`config.mk`:
```
export PLATFORM = sky130hd
export DESIGN_NAME = clamp_pulse_gen
export DESIGN_NICKNAME = d
export VERILOG_FILES = /design/src/rtl/clamp_pkg.sv /design/src/rtl/clamp_line_counter.sv /design/src/rtl/clamp_time_regs.sv /design/src/rtl/clamp_window.sv /design/src/rtl/clamp_pulse_gen.sv
export SDC_FILE = /design/constraint.sdc
export NUM_CORES = 1
export LEC_CHECK = 0
export BUFFER_PORTS_ARGS = -buffer_cell sky130_fd_sc_hd__buf_2
export CELL_PAD_IN_SITES_DETAIL_PLACEMENT = 0
export CELL_PAD_IN_SITES_GLOBAL_PLACEMENT = 2
export CORE_AREA = 3 3 94 96
export CTS_BUF_LIST = sky130_fd_sc_hd__clkbuf_4
export DETAILED_ROUTE_END_ITERATION = 16
export DIE_AREA = 0 0 97 99
export GPL_TIMING_DRIVEN = 1
export PLACE_DENSITY = 0.95
export SYNTH_ARGS = -nofsm -noshare
export SYNTH_HDL_FRONTEND = slang
export SYNTH_HIERARCHICAL = 1
export SYNTH_SLANG_ARGS = --single-unit
```
`constraint.sdc`:
```
create_clock -name clk -period 4.1 [get_ports clk]
set_clock_uncertainty 0.15 [all_clocks]
set_input_delay 0.615 -clock clk [delete_from_list [all_inputs] [get_ports clk]]
set_output_delay 0.615 -clock clk [all_outputs]
set_load 0.1 [all_outputs]
```
`src/rtl/clamp_pkg.sv`:
```
package clamp_pkg;
  // Number of programmable times: shared start, internal end, external end
  localparam int unsigned NUM_TIMES = 3;
  localparam int unsigned IDX_START = 0;
  localparam int unsigned IDX_IEND  = 1;
  localparam int unsigned IDX_EEND  = 2;

  // Reset values of the times, in clocks
  function automatic int unsigned reset_time(input int unsigned idx);
    return (idx == IDX_START) ? 0 : 82;
  endfunction

  // Byte address of one half of a time: low byte even, high byte odd
  function automatic logic [2:0] byte_addr(input int unsigned idx, input logic hi);
    return 3'(2 * idx) | {2'b00, hi};
  endfunction
endpackage

```
`src/rtl/clamp_line_counter.sv`:
```
module clamp_line_counter #(
  parameter int unsigned TW = 10
) (
  input  logic          clk,
  input  logic          rst_n,
  input  logic          hsync,
  output logic          sync_fall,
  output logic          armed,
  output logic [TW-1:0] count
);
  localparam logic [TW-1:0] CMAX = {TW{1'b1}};

  logic hs_q;

  assign sync_fall = hs_q & ~hsync;

  function automatic logic [TW-1:0] next_count(input logic [TW-1:0] c, input logic restart);
    if (restart)        return '0;
    else if (c == CMAX) return CMAX;
    else                return c + 1'b1;
  endfunction

  always_ff @(posedge clk or negedge rst_n) begin
    if (!rst_n) begin
      hs_q  <= 1'b0;
      armed <= 1'b0;
      count <= CMAX;
    end else begin
      hs_q  <= hsync;
      count <= next_count(count, sync_fall);
      if (sync_fall) armed <= 1'b1;
    end
  end

  assert_restart_R1: assert property (@(posedge clk) disable iff (!rst_n)
    sync_fall |=> (count == '0) && armed);
  assert_saturate_R8: assert property (@(posedge clk) disable iff (!rst_n)
    (count == CMAX) && !sync_fall |=> count == CMAX);
endmodule

```
`src/rtl/clamp_time_regs.sv`:
```
module clamp_time_regs
  import clamp_pkg::*;
#(
  parameter int unsigned TW = 10
) (
  input  logic          clk,
  input  logic          rst_n,
  input  logic          wr_en,
  input  logic [2:0]    wr_addr,
  input  logic [7:0]    wr_data,
  input  logic          load,
  output logic [TW-1:0] act_start,
  output logic [TW-1:0] act_iend,
  output logic [TW-1:0] act_eend
);
  localparam int unsigned HW = TW - 8;

  logic [TW-1:0] active [NUM_TIMES];

  for (genvar i = 0; i < NUM_TIMES; i++) begin : g_time
    localparam logic [TW-1:0] RST = TW'(reset_time(i));
    logic [7:0]    lo_q;
    logic [HW-1:0] hi_q;
    logic          wr_lo, wr_hi;

    assign wr_lo = wr_en && (wr_addr == byte_addr(i, 1'b0));
    assign wr_hi = wr_en && (wr_addr == byte_addr(i, 1'b1));

    always_ff @(posedge clk or negedge rst_n) begin
      if (!rst_n) begin
        lo_q      <= RST[7:0];
        hi_q      <= RST[TW-1:8];
        active[i] <= RST;
      end else begin
        if (wr_lo) lo_q <= wr_data;
        if (wr_hi) hi_q <= wr_data[HW-1:0];
        if (load)  active[i] <= {hi_q, lo_q};
      end
    end
  end

  assign act_start = active[IDX_START];
  assign act_iend  = active[IDX_IEND];
  assign act_eend  = active[IDX_EEND];

  assert_hold_R7: assert property (@(posedge clk) disable iff (!rst_n)
    !load |=> $stable(act_start) && $stable(act_iend) && $stable(act_eend));
endmodule

```
`src/rtl/clamp_window.sv`:
```
module clamp_window #(
  parameter int unsigned TW = 10
) (
  input  logic          clk,
  input  logic          rst_n,
  input  logic          armed,
  input  logic [TW-1:0] count,
  input  logic [TW-1:0] t_start,
  input  logic [TW-1:0] t_end,
  output logic          pulse
);
  function automatic logic in_window(input logic [TW-1:0] c,
                                     input logic [TW-1:0] s,
                                     input logic [TW-1:0] e);
    return (c >= s) && (c < e);
  endfunction

  assign pulse = armed && in_window(count, t_start, t_end);

  assert_empty_R6: assert property (@(posedge clk) disable iff (!rst_n)
    (t_end <= t_start) |-> !pulse);
  assert_idle_R9: assert property (@(posedge clk) disable iff (!rst_n)
    !armed |-> !pulse);
endmodule

```
`src/rtl/clamp_pulse_gen.sv`:
```
module clamp_pulse_gen #(
  parameter int unsigned TW = 10
) (
  input  logic       clk,
  input  logic       rst_n,
  input  logic       hsync,
  input  logic       wr_en,
  input  logic [2:0] wr_addr,
  input  logic [7:0] wr_data,
  output logic       clamp_int,
  output logic       clamp_ext
);
  localparam int unsigned NCH = 2;

  logic          sync_fall;
  logic          armed;
  logic [TW-1:0] count;
  logic [TW-1:0] act_start, act_iend, act_eend;
  logic [TW-1:0] ch_end [NCH];
  logic [NCH-1:0] ch_pulse;

  clamp_line_counter #(.TW(TW)) u_cnt (
    .clk(clk), .rst_n(rst_n), .hsync(hsync),
    .sync_fall(sync_fall), .armed(armed), .count(count)
  );

  clamp_time_regs #(.TW(TW)) u_regs (
    .clk(clk), .rst_n(rst_n), .wr_en(wr_en), .wr_addr(wr_addr),
    .wr_data(wr_data), .load(sync_fall),
    .act_start(act_start), .act_iend(act_iend), .act_eend(act_eend)
  );

  assign ch_end[0] = act_iend;
  assign ch_end[1] = act_eend;

  for (genvar c = 0; c < NCH; c++) begin : g_ch
    clamp_window #(.TW(TW)) u_win (
      .clk(clk), .rst_n(rst_n), .armed(armed), .count(count),
      .t_start(act_start), .t_end(ch_end[c]), .pulse(ch_pulse[c])
    );
  end

  assign clamp_int = ch_pulse[0];
  assign clamp_ext = ch_pulse[1];

  assert_shared_start_R5: assert property (@(posedge clk) disable iff (!rst_n)
    (count < act_start) |-> !(clamp_int || clamp_ext));
endmodule

```
# [Yosys cells after proc, flatten, opt, wreduce, memory -nomap -nowiden]
# Index checks and enable logic that the tools add are counted.
[totals] output_inout_bits=2 mem_count=0 wordCells=37 ramBits=0 latch_bits=0 reg_bits=72 romBits=0 in_bits=15
[classes] n_eq_ne=6 reduce_logical=11 shifts=0 n_addsub=1 n_bitwise=2 n_mux=2 magnitude_cmp=3 multipliers=0 n_div=0
[ops] cell="$lt 10x10->1" n=2
[ops] cell="$mux 10" n=2
[ops] cell="$add 10x1->10 const B" n=1
[ops] cell="$eq 10x10->1 const B" n=1
[ops] cell="$ge 10x10->1" n=1
[ops] cell="$logic_and 1x1->1" n=10
[ops] cell="$eq 3x2->1 const B" n=2
[ops] cell="$eq 3x3->1 const B" n=2
[ops] cell="$eq 3x1->1 const B" n=1
[ops] cell="$logic_not 3->1" n=1
[ops] cell="$and 1x1->1" n=1
[ops] cell="$not 1->1" n=1

# [Longest topological paths before layout]
# Gate-level depths: netlist of run 1.
[logic_depth] depth_word=3 depth_mapped=7 ltp_nobuf=7

# [Hierarchy]
# The synthesis of run 1 kept the hierarchy.
[modules_own_cells] module="clamp_time_regs" seq_area_each_um2=1516.5 n_inst=1 area_per_inst_um2=2296.0 cells_each=131
[modules_own_cells] module="clamp_window" seq_area_each_um2=0.0 n_inst=2 area_per_inst_um2=476.7 cells_each=66
[modules_own_cells] module="clamp_line_counter" seq_area_each_um2=312.8 n_inst=1 area_per_inst_um2=604.3 cells_each=54

# [Worst setup path after synthesis of run 1]
# Ideal clock, no wire load.
[synth_timing] path_kind="register to output" start="register u_cnt.count[5]" end="output port clamp_ext" path_stages_with_launch=6 n_path_buf=0 arrival_time_ns=3.362 path_slack_ns=-0.027 t_required_ns=3.335 cell_sequence="dfstp_2 -> ha_1 -> a21o_1 -> a211oi_2 -> a21oi_1 -> nor3_1"
[synth_via] elab_chain_cells=3 word_cells_on_any_way=4 classes_between="order compare (2); reduce/logical (2)"
[synth_lines] element="start, declared" line="clamp_line_counter.sv:9" rtl="output logic [TW-1:0] count"
[synth_lines] element="start signal, assigned" line="clamp_line_counter.sv:30" rtl="count <= next_count(count, sync_fall);"
[synth_lines] element="$ge 10x10->1 or $lt 10x10->1 (tied branches)" line="clamp_window.sv:15" rtl="return (c >= s) && (c < e);"
[synth_lines] element="$logic_and 1x1->1 *" line="clamp_window.sv:15"
[synth_lines] element="$logic_and 1x1->1 *" line="clamp_window.sv:18" rtl="assign pulse = armed && in_window(count, t_start, t_end);"
[synth_lines] element="end, declared" line="clamp_pulse_gen.sv:11" rtl="output logic clamp_ext"
# Mark *: on every way between the ends. The rest lies on a longest branch, timed or not.

# [Worst setup path in the final report of run 1]
[layout_timing] start="register u_cnt.count[3]" end="output port clamp_ext"
# The elaborated chain is that of the path after synthesis.

==> impl_metrics.csv, run 1 <==
group,metric,value,unit
outcome,status,"complete, no violations",
setup_path,r2r-start,"u_cnt/count[1]",
clocking,cts_root_buf,"clkbuf_4",
setup_path,critPathMostFrequentCell,"a21oi_1",
setup_path,r2r_slack,2.22,ns
setup_path,cp_max_fo,9,
clocking,clockBufferDepth,2,
sta,hold_viol,0,
routing,drc,0,
routing,vias,2467,
sta,max_freq,0.306,GHz
routing,ant_nets,0,
final_layout,nFillCells,717,
pwr,p_leak,1.94,nW
sta,fin_ws,0.831,ns
clocking,ctsResizeCount,0,
routing,drt_iter0_markers,120,
place,dp_slack,1.28,ns
logic_synthesis,async_flop_share,100,%
logic_synthesis,netlist_instances,317,
clocking,postCtsSetupBuffers,0,
setup_path,cp_slowest_cell,"dfstp_2",
floorplanning,dieArea,9600,um^2
final_layout,n_antenna_cell,0,
clocking,htree_levels,3,
logic_synthesis,yosysTopAreaCell,"dfrtp_1",
logic_synthesis,syn-num-nets,371,
logic_synthesis,yosysMostFrequentCell,"mux2_2",
logic_synthesis,yosys_warnings,6,
setup_path,crit_start,"u_cnt/count[3]",
place,gp_congestion,0.868,
sta,tns,0,ns
place,io_buffers,16,
global_routing,grt_pass1_wl,12.9,mm
job,drv_cap,0,
routing,wirelength,7.46,mm
floorplanning,initial_utilization,47.4,%
floorplanning,core-area,8130,um^2
floorplanning,dieHeight,99,um
setup_path,r2r-end,"u_cnt/count[8]",
pwr,p_switching,654,uW
sta,fin_crit_sh,79.7,%
final_layout,instances_no_fill,449,
sta,rsz0062_at_grt,"false",
setup_path,worstPathRequired,3.34,ns
logic_synthesis,synth.avg_cell_area,12.2,um^2
logic_synthesis,yosysSeqAreaShare,47.5,%
global_routing,track_usage,17.0,%
sta,finalSetupViolations,0,
place,hpwl,5.47,mm
pwr,p_comb_share,27.2,%
clocking,cts.sinks,72,
global_routing,grt_pass1_vias,2526,
setup_path,setup.worst_path.end_class,"primary output",
min_path,hp-class,"in -> async",
floorplanning,die_x,97,um
place,dpl-instance-area,4060,um^2
final_layout,drive_above_1_share,39.2,%
clocking,hold_buffers,0,
setup_path,worst_ep_arrival_time,2.50,ns
final_layout,syn_to_final_growth,8.77,%
clocking,cts_inserted_buffers,9,
sta,timing.hold.ws,0.142,ns
routing,drt_pre_antenna_iters,4,
logic_synthesis,syn-cell-area,3850,um^2
pwr,p_sw_share,32.0,%
final_layout,final_util,51.5,%
setup_path,crit_end,"clamp_ext",
routing,vias_per_cell,5.49,
logic_synthesis,synth.top_cells.by_area,"dfrtp_1 (32%), mux2_2 (18%), dfstp_2 (15%), ha_1 (13%), inv_1 (3.6%)",
routing,wire_per_inst,16.6,um
pwr,p_int,1.39,mW
logic_synthesis,synth_commonest_cells,"mux2_2 (60), dfrtp_1 (50), ha_1 (39)",
setup_path,path_cells,"ha_1 -> a21oi_1 -> nor2_2 -> a211oi_2 -> a21oi_1 -> nor3_2 -> buf_2",
pwr,vdd_ir_drop_max,0.193,mV
sta,slew_violations,0,
floorplanning,rows,33,
final_layout,fin_nets,393,
clocking,clk_pin_slew,0.12,ns
global_routing,grt_max_degree,38,
logic_synthesis,ys_types,40,
logic_synthesis,synth-edff-count,0,
clocking,cts_tree,"yes",
place,placed_cells,433,
global_routing,gr-total-overflow,0,
pwr,p_total,2.05,mW
clocking,clk_latency,0.42,ns
final_layout,fin_area,4190,um^2
sta,finalCriticalPeriod,3.27,ns
pwr,power_frac_seq,51.3,%
pwr,p_per_area,488,nW/um^2
setup_path,cpPeakStageDelay,0.64,ns
logic_synthesis,ys.flop_type,"dfrtp_1",
global_routing,antenna_found_initial,0,
floorplanning,ios,17,
pwr,pwr-share-clk,21.5,%
setup_path,worstSetupStartpointType,"register",
setup_path,rr_worst_depth,4,
sta,slew_headroom,44.5,%
setup_path,path_class,"reg -> out",
logic_synthesis,synth_top_area_share,32.5,%
logic_synthesis,ys_seq_elements,72,
sta,worst_pin_slew,0.832,ns
==> metal layers <==
layer / part of all wire [%] / up-vias / global-route usage (%) / routed length [um]
met2: 46 / 21 / 27.0 / 3460
met3: 2.5 / 9 / 3.68 / 187
li1: - / 1185 / - / -
met4: 1.5 / 0 / 5.83 / 112
met5: 0 / - / 0 / 0
met1: 50 / 1252 / 23.3 / 3690
==> power by group through the flow <==
| stage | sequential, mW | clock [mW] | combinational (mW) |
|---|---|---|---|
| 6_report | 1.05 | 0.441 | 0.556 |
| 5_1_grt | 1.08 | 0.491 | 0.635 |
| 4_1_cts | 1.05 | 0.460 | 0.563 |
| 3_5_place_dp | 1.07 | 0 | 0.560 |
| 3_3_place_gp | 1.06 | 0 | 0.545 |
| 2_1_floorplan | 1.01 | 0 | 0.436 |
==> worst min-delay path by stage <==
stage	startpoint	endpoint	slack, ns	depth (start not counted)
floorplan	rst_n	u_cnt/armed	0.17	0
global placement	u_regs/g_time[2].lo_q[2]	u_regs/act_eend[2]	0.33	1
detailed placement	u_regs/act_iend[0]	u_regs/act_iend[0]	0.34	1
CTS	rst_n	u_regs/g_time[1].hi_q[0]	0.14	1
global route	rst_n	u_regs/g_time[1].hi_q[0]	0.18	1
finish	rst_n	u_regs/g_time[1].hi_q[0]	0.14	1
==> critical path, delay by kind of cell (launching register included) <==
kind / cells / cell delay, ns
simple gates: 2 / 0.25
flops: 1 / 0.64
fa+ha+maj: 1 / 0.27
buf+inv: 1 / 0.46
compound gates: 3 / 0.46
==> flip-flops by register name, summed over array words and instances (netlist names) <==
signal / cells
u_regs/act_start: 10
u_regs/act_eend: 10
u_cnt/count: 10
u_regs/act_iend: 10
u_cnt/hs_q: 1
u_regs/g_time.lo_q: 24
u_regs/g_time.hi_q: 6
u_cnt/armed: 1
==> cells by family after synthesis <==
group                    Yosys count  synth area share [%]
adder cells (fa/ha/maj)           39                  12.7
buffers and inverters             46                  4.87
flip-flops                        72                  47.5
multiplexers                      60                  17.5
AO/OA/AOI/OAI                     42                  7.40
XOR/XNOR                           2                 0.455
AND/OR/NAND/NOR                   56                  9.61
==> cell usage in the layout (no fill, tap or decap), types with 4 or more instances in the layout <==
cell type and count:
nand2_1 9, clkbuf_4 10, a211oi_2 4, buf_2 16
nand3_1 5, a21oi_1 17, nor3_1 8, dfstp_2 22
a21o_1 6, nand4_1 4, dfrtp_1 50, ha_1 39
mux2_2 60, inv_1 37
==> cell type report <==
| type | instances | area, um^2 | share of cell area, % |
|---|---|---|---|
| multi-input cells | 199 | 1850 | 44.2 |
| flip-flops and latches | 72 | 1830 | 43.6 |
| inverters | 39 | 146 | 3.49 |
| well taps | 105 | 131 | 3.13 |
| repair buffers | 18 | 95.1 | 2.27 |
| clock buffers | 10 | 75.1 | 1.79 |
| clock inverters | 6 | 60.1 | 1.43 |
(Power assumes the default switching activity.)
==> inputs of run 2 (changes only) <==
Settings changed: CORE_AREA 3 3 94 96 to 3 3 103 105, DIE_AREA 0 0 97 99 to 0 0 106 108, PLACE_DENSITY 0.95 to 0.87.
Clock period 4.1 ns to 3 ns, I/O delays scaled along.
==> impl_metrics.csv, run 2 (synthesized netlist as in run 1, its figures left out) <==
group,metric,value,unit
global_routing,antenna_found_initial,0,
min_path,min-delay-start,"wr_data[6]",
global_routing,grt_pass1_wl,12.9,mm
pwr,p_per_area,654,nW/um^2
clocking,cts_root_buf,"clkbuf_4",
setup_path,cp_max_fo,5,
setup_path,path_cells,"ha_1 -> a21o_1 -> a211oi_2 -> a21oi_1 -> nor3_4 -> buf_12",
floorplanning,rows,36,
global_routing,track_usage,14.4,%
sta,finalSetupViolations,0,
setup_path,cpPeakStageDelay,0.63,ns
clocking,clockBufferDepth,2,
sta,slew_violations,0,
outcome,status,"complete, no violations",
clocking,clk_pin_slew,0.13,ns
global_routing,grt_max_degree,43,
pwr,p_switching,932,uW
floorplanning,initial_utilization,39.6,%
routing,vias_per_cell,5.06,
sta,fin_crit_sh,95.5,%
setup_path,worst_ep_arrival_time,2.27,ns
sta,worst_pin_slew,0.754,ns
routing,drc,0,
pwr,vdd_ir_drop_max,0.269,mV
setup_path,worstPathRequired,2.40,ns
final_layout,largest_reg_flops,24,
floorplanning,dieArea,11400,um^2
sta,fin_ws,0.134,ns
setup_path,setup.worst_path.end_class,"primary output",
clocking,cts.sinks,72,
routing,drt_pre_antenna_iters,4,
pwr,power_frac_seq,49.8,%
global_routing,gr-total-overflow,0,
routing,wire_per_inst,15.3,um
setup_path,worstSetupStartpointType,"register",
setup_path,cp_slowest_cell,"dfstp_2",
pwr,p_sw_share,32.4,%
final_layout,final_common_cell,"mux2_2",
clocking,htree_levels,3,
floorplanning,die_x,106,um
job,drv_cap,0,
setup_path,path_class,"reg -> out",
pwr,pwr-share-clk,22.0,%
sta,slew_headroom,49.7,%
final_layout,drive_above_1_share,42.6,%
setup_path,cp_top_family,"flip-flops",
clocking,cts_tree,"yes",
global_routing,grt_pass1_vias,2572,
sta,finalCriticalPeriod,2.87,ns
final_layout,final_util,45.3,%
routing,drt_iter0_markers,95,
setup_path,r2r-start,"u_cnt/count[1]",
pwr,p_leak,2.00,nW
routing,wirelength,7.44,mm
routing,ant_nets,0,
min_path,hp-class,"in -> reg",
clocking,cts_inserted_buffers,9,
final_layout,n_antenna_cell,0,
final_layout,fin_nets,401,
floorplanning,ios,17,
pwr,p_int,1.95,mW
floorplanning,dieHeight,108,um
place,hpwl,5.38,mm
final_layout,final_cell_mix,"mux2_2 (60), dfrtp_1 (50), ha_1 (39)",
place,io_buffers,16,
pwr,p_comb_share,28.2,%
routing,vias,2455,
place,gp_congestion,0.822,
sta,hold_viol,0,
setup_path,critPathBufInv,1,
final_layout,regMostFlops,"u_regs/g_time.lo_q",
floorplanning,core-area,9730,um^2
clocking,clk_latency,0.41,ns
sta,max_freq,0.349,GHz
final_layout,syn_to_final_growth,14.3,%
place,dp_slack,0.279,ns
setup_path,crit_start,"u_cnt/count[5]",
run 2: cell types whose count changed in the layout (fill, tap and decap cells not counted), sizes merged:
cell         change
buf              +6
dlygate4sd3      +2
clkinvlp         +2
clkbuf           -1
inv              +3
clkinv           -4
run 2: layout make-up:
cell class | instances | area (um^2)
Clock buffer | 9 | 67.6
Clock inverter | 7 | 78.8
Fill cell | 948 | 5330
Inverter | 39 | 146
Multi-Input combinational cell | 199 | 1910
Sequential cell | 72 | 1830
Tap cell | 133 | 166
Timing Repair Buffer | 26 | 203
run 2: worst register-to-register path: cells and delay by family (launching register included):
family	cells	cell delay, ns
and+or+nand+nor	2	0.53
AOI/OAI and AO/OA	1	0.21
DFF	1	0.64
adders and majority gates	1	0.22
run 2: what timing repair did:
item	4_1_cts	5_1_grt
cloned	0	0
hold endpoints to repair	21	0
pin swaps	0	6
buffers inserted	4	2
endpoints found under the setup margin	2	2
resized for setup	6	10
hold buffers	2	0
run 2: per-layer routing:
layer	GRT usage [%]	part of all wire [%]
met2	22.7	47
met3	3.46	2.0
met5	0	0
met4	4.26	1.2
met1	19.9	49
run 2: power groups by stage:
stage          sequential (mW)  combinational [mW]  clock [mW]
6_report                  1.43               0.812       0.634
2_1_floorplan             1.38               0.599           0
4_1_cts                   1.44               0.766       0.664
3_5_place_dp              1.46               0.751           0
3_3_place_gp              1.45               0.727           0
5_1_grt                   1.47               0.937       0.697
run 2: worst paths after layout:
path / to / slack [ns] / depth (start not counted)
worst max register to register: u_cnt/count[5] / 1.17 / 4
max in group asynchronous: u_regs/g_time[1].lo_q[1] / 1.49 / 3
worst min register to register: u_regs/act_start[0] / 0.36 / 1
worst min-delay path: u_regs/g_time[1].lo_q[6] / 0.14 / 2
min in group asynchronous: u_regs/act_eend[3] / 0.48 / 2
worst max-delay path: clamp_ext / 0.13 / 6
run 2: stage by stage:
stage | hold slack (ns) | cells | cell area, um^2 | power (mW) | TNS [ns]
2_1_floorplan | 0.00441 | 317 | 3880 | 1.98 | 0
3_3_place_gp | 0.333 | 461 | 4120 | 2.18 | 0
3_5_place_dp | 0.341 | 461 | 4120 | 2.21 | 0
4_1_cts | 0.103 | 483 | 4330 | 2.87 | 0
5_1_grt | 0.101 | 485 | 4400 | 3.11 | -0.00522
6_report | 0.143 | 485 | 4400 | 2.88 | 0
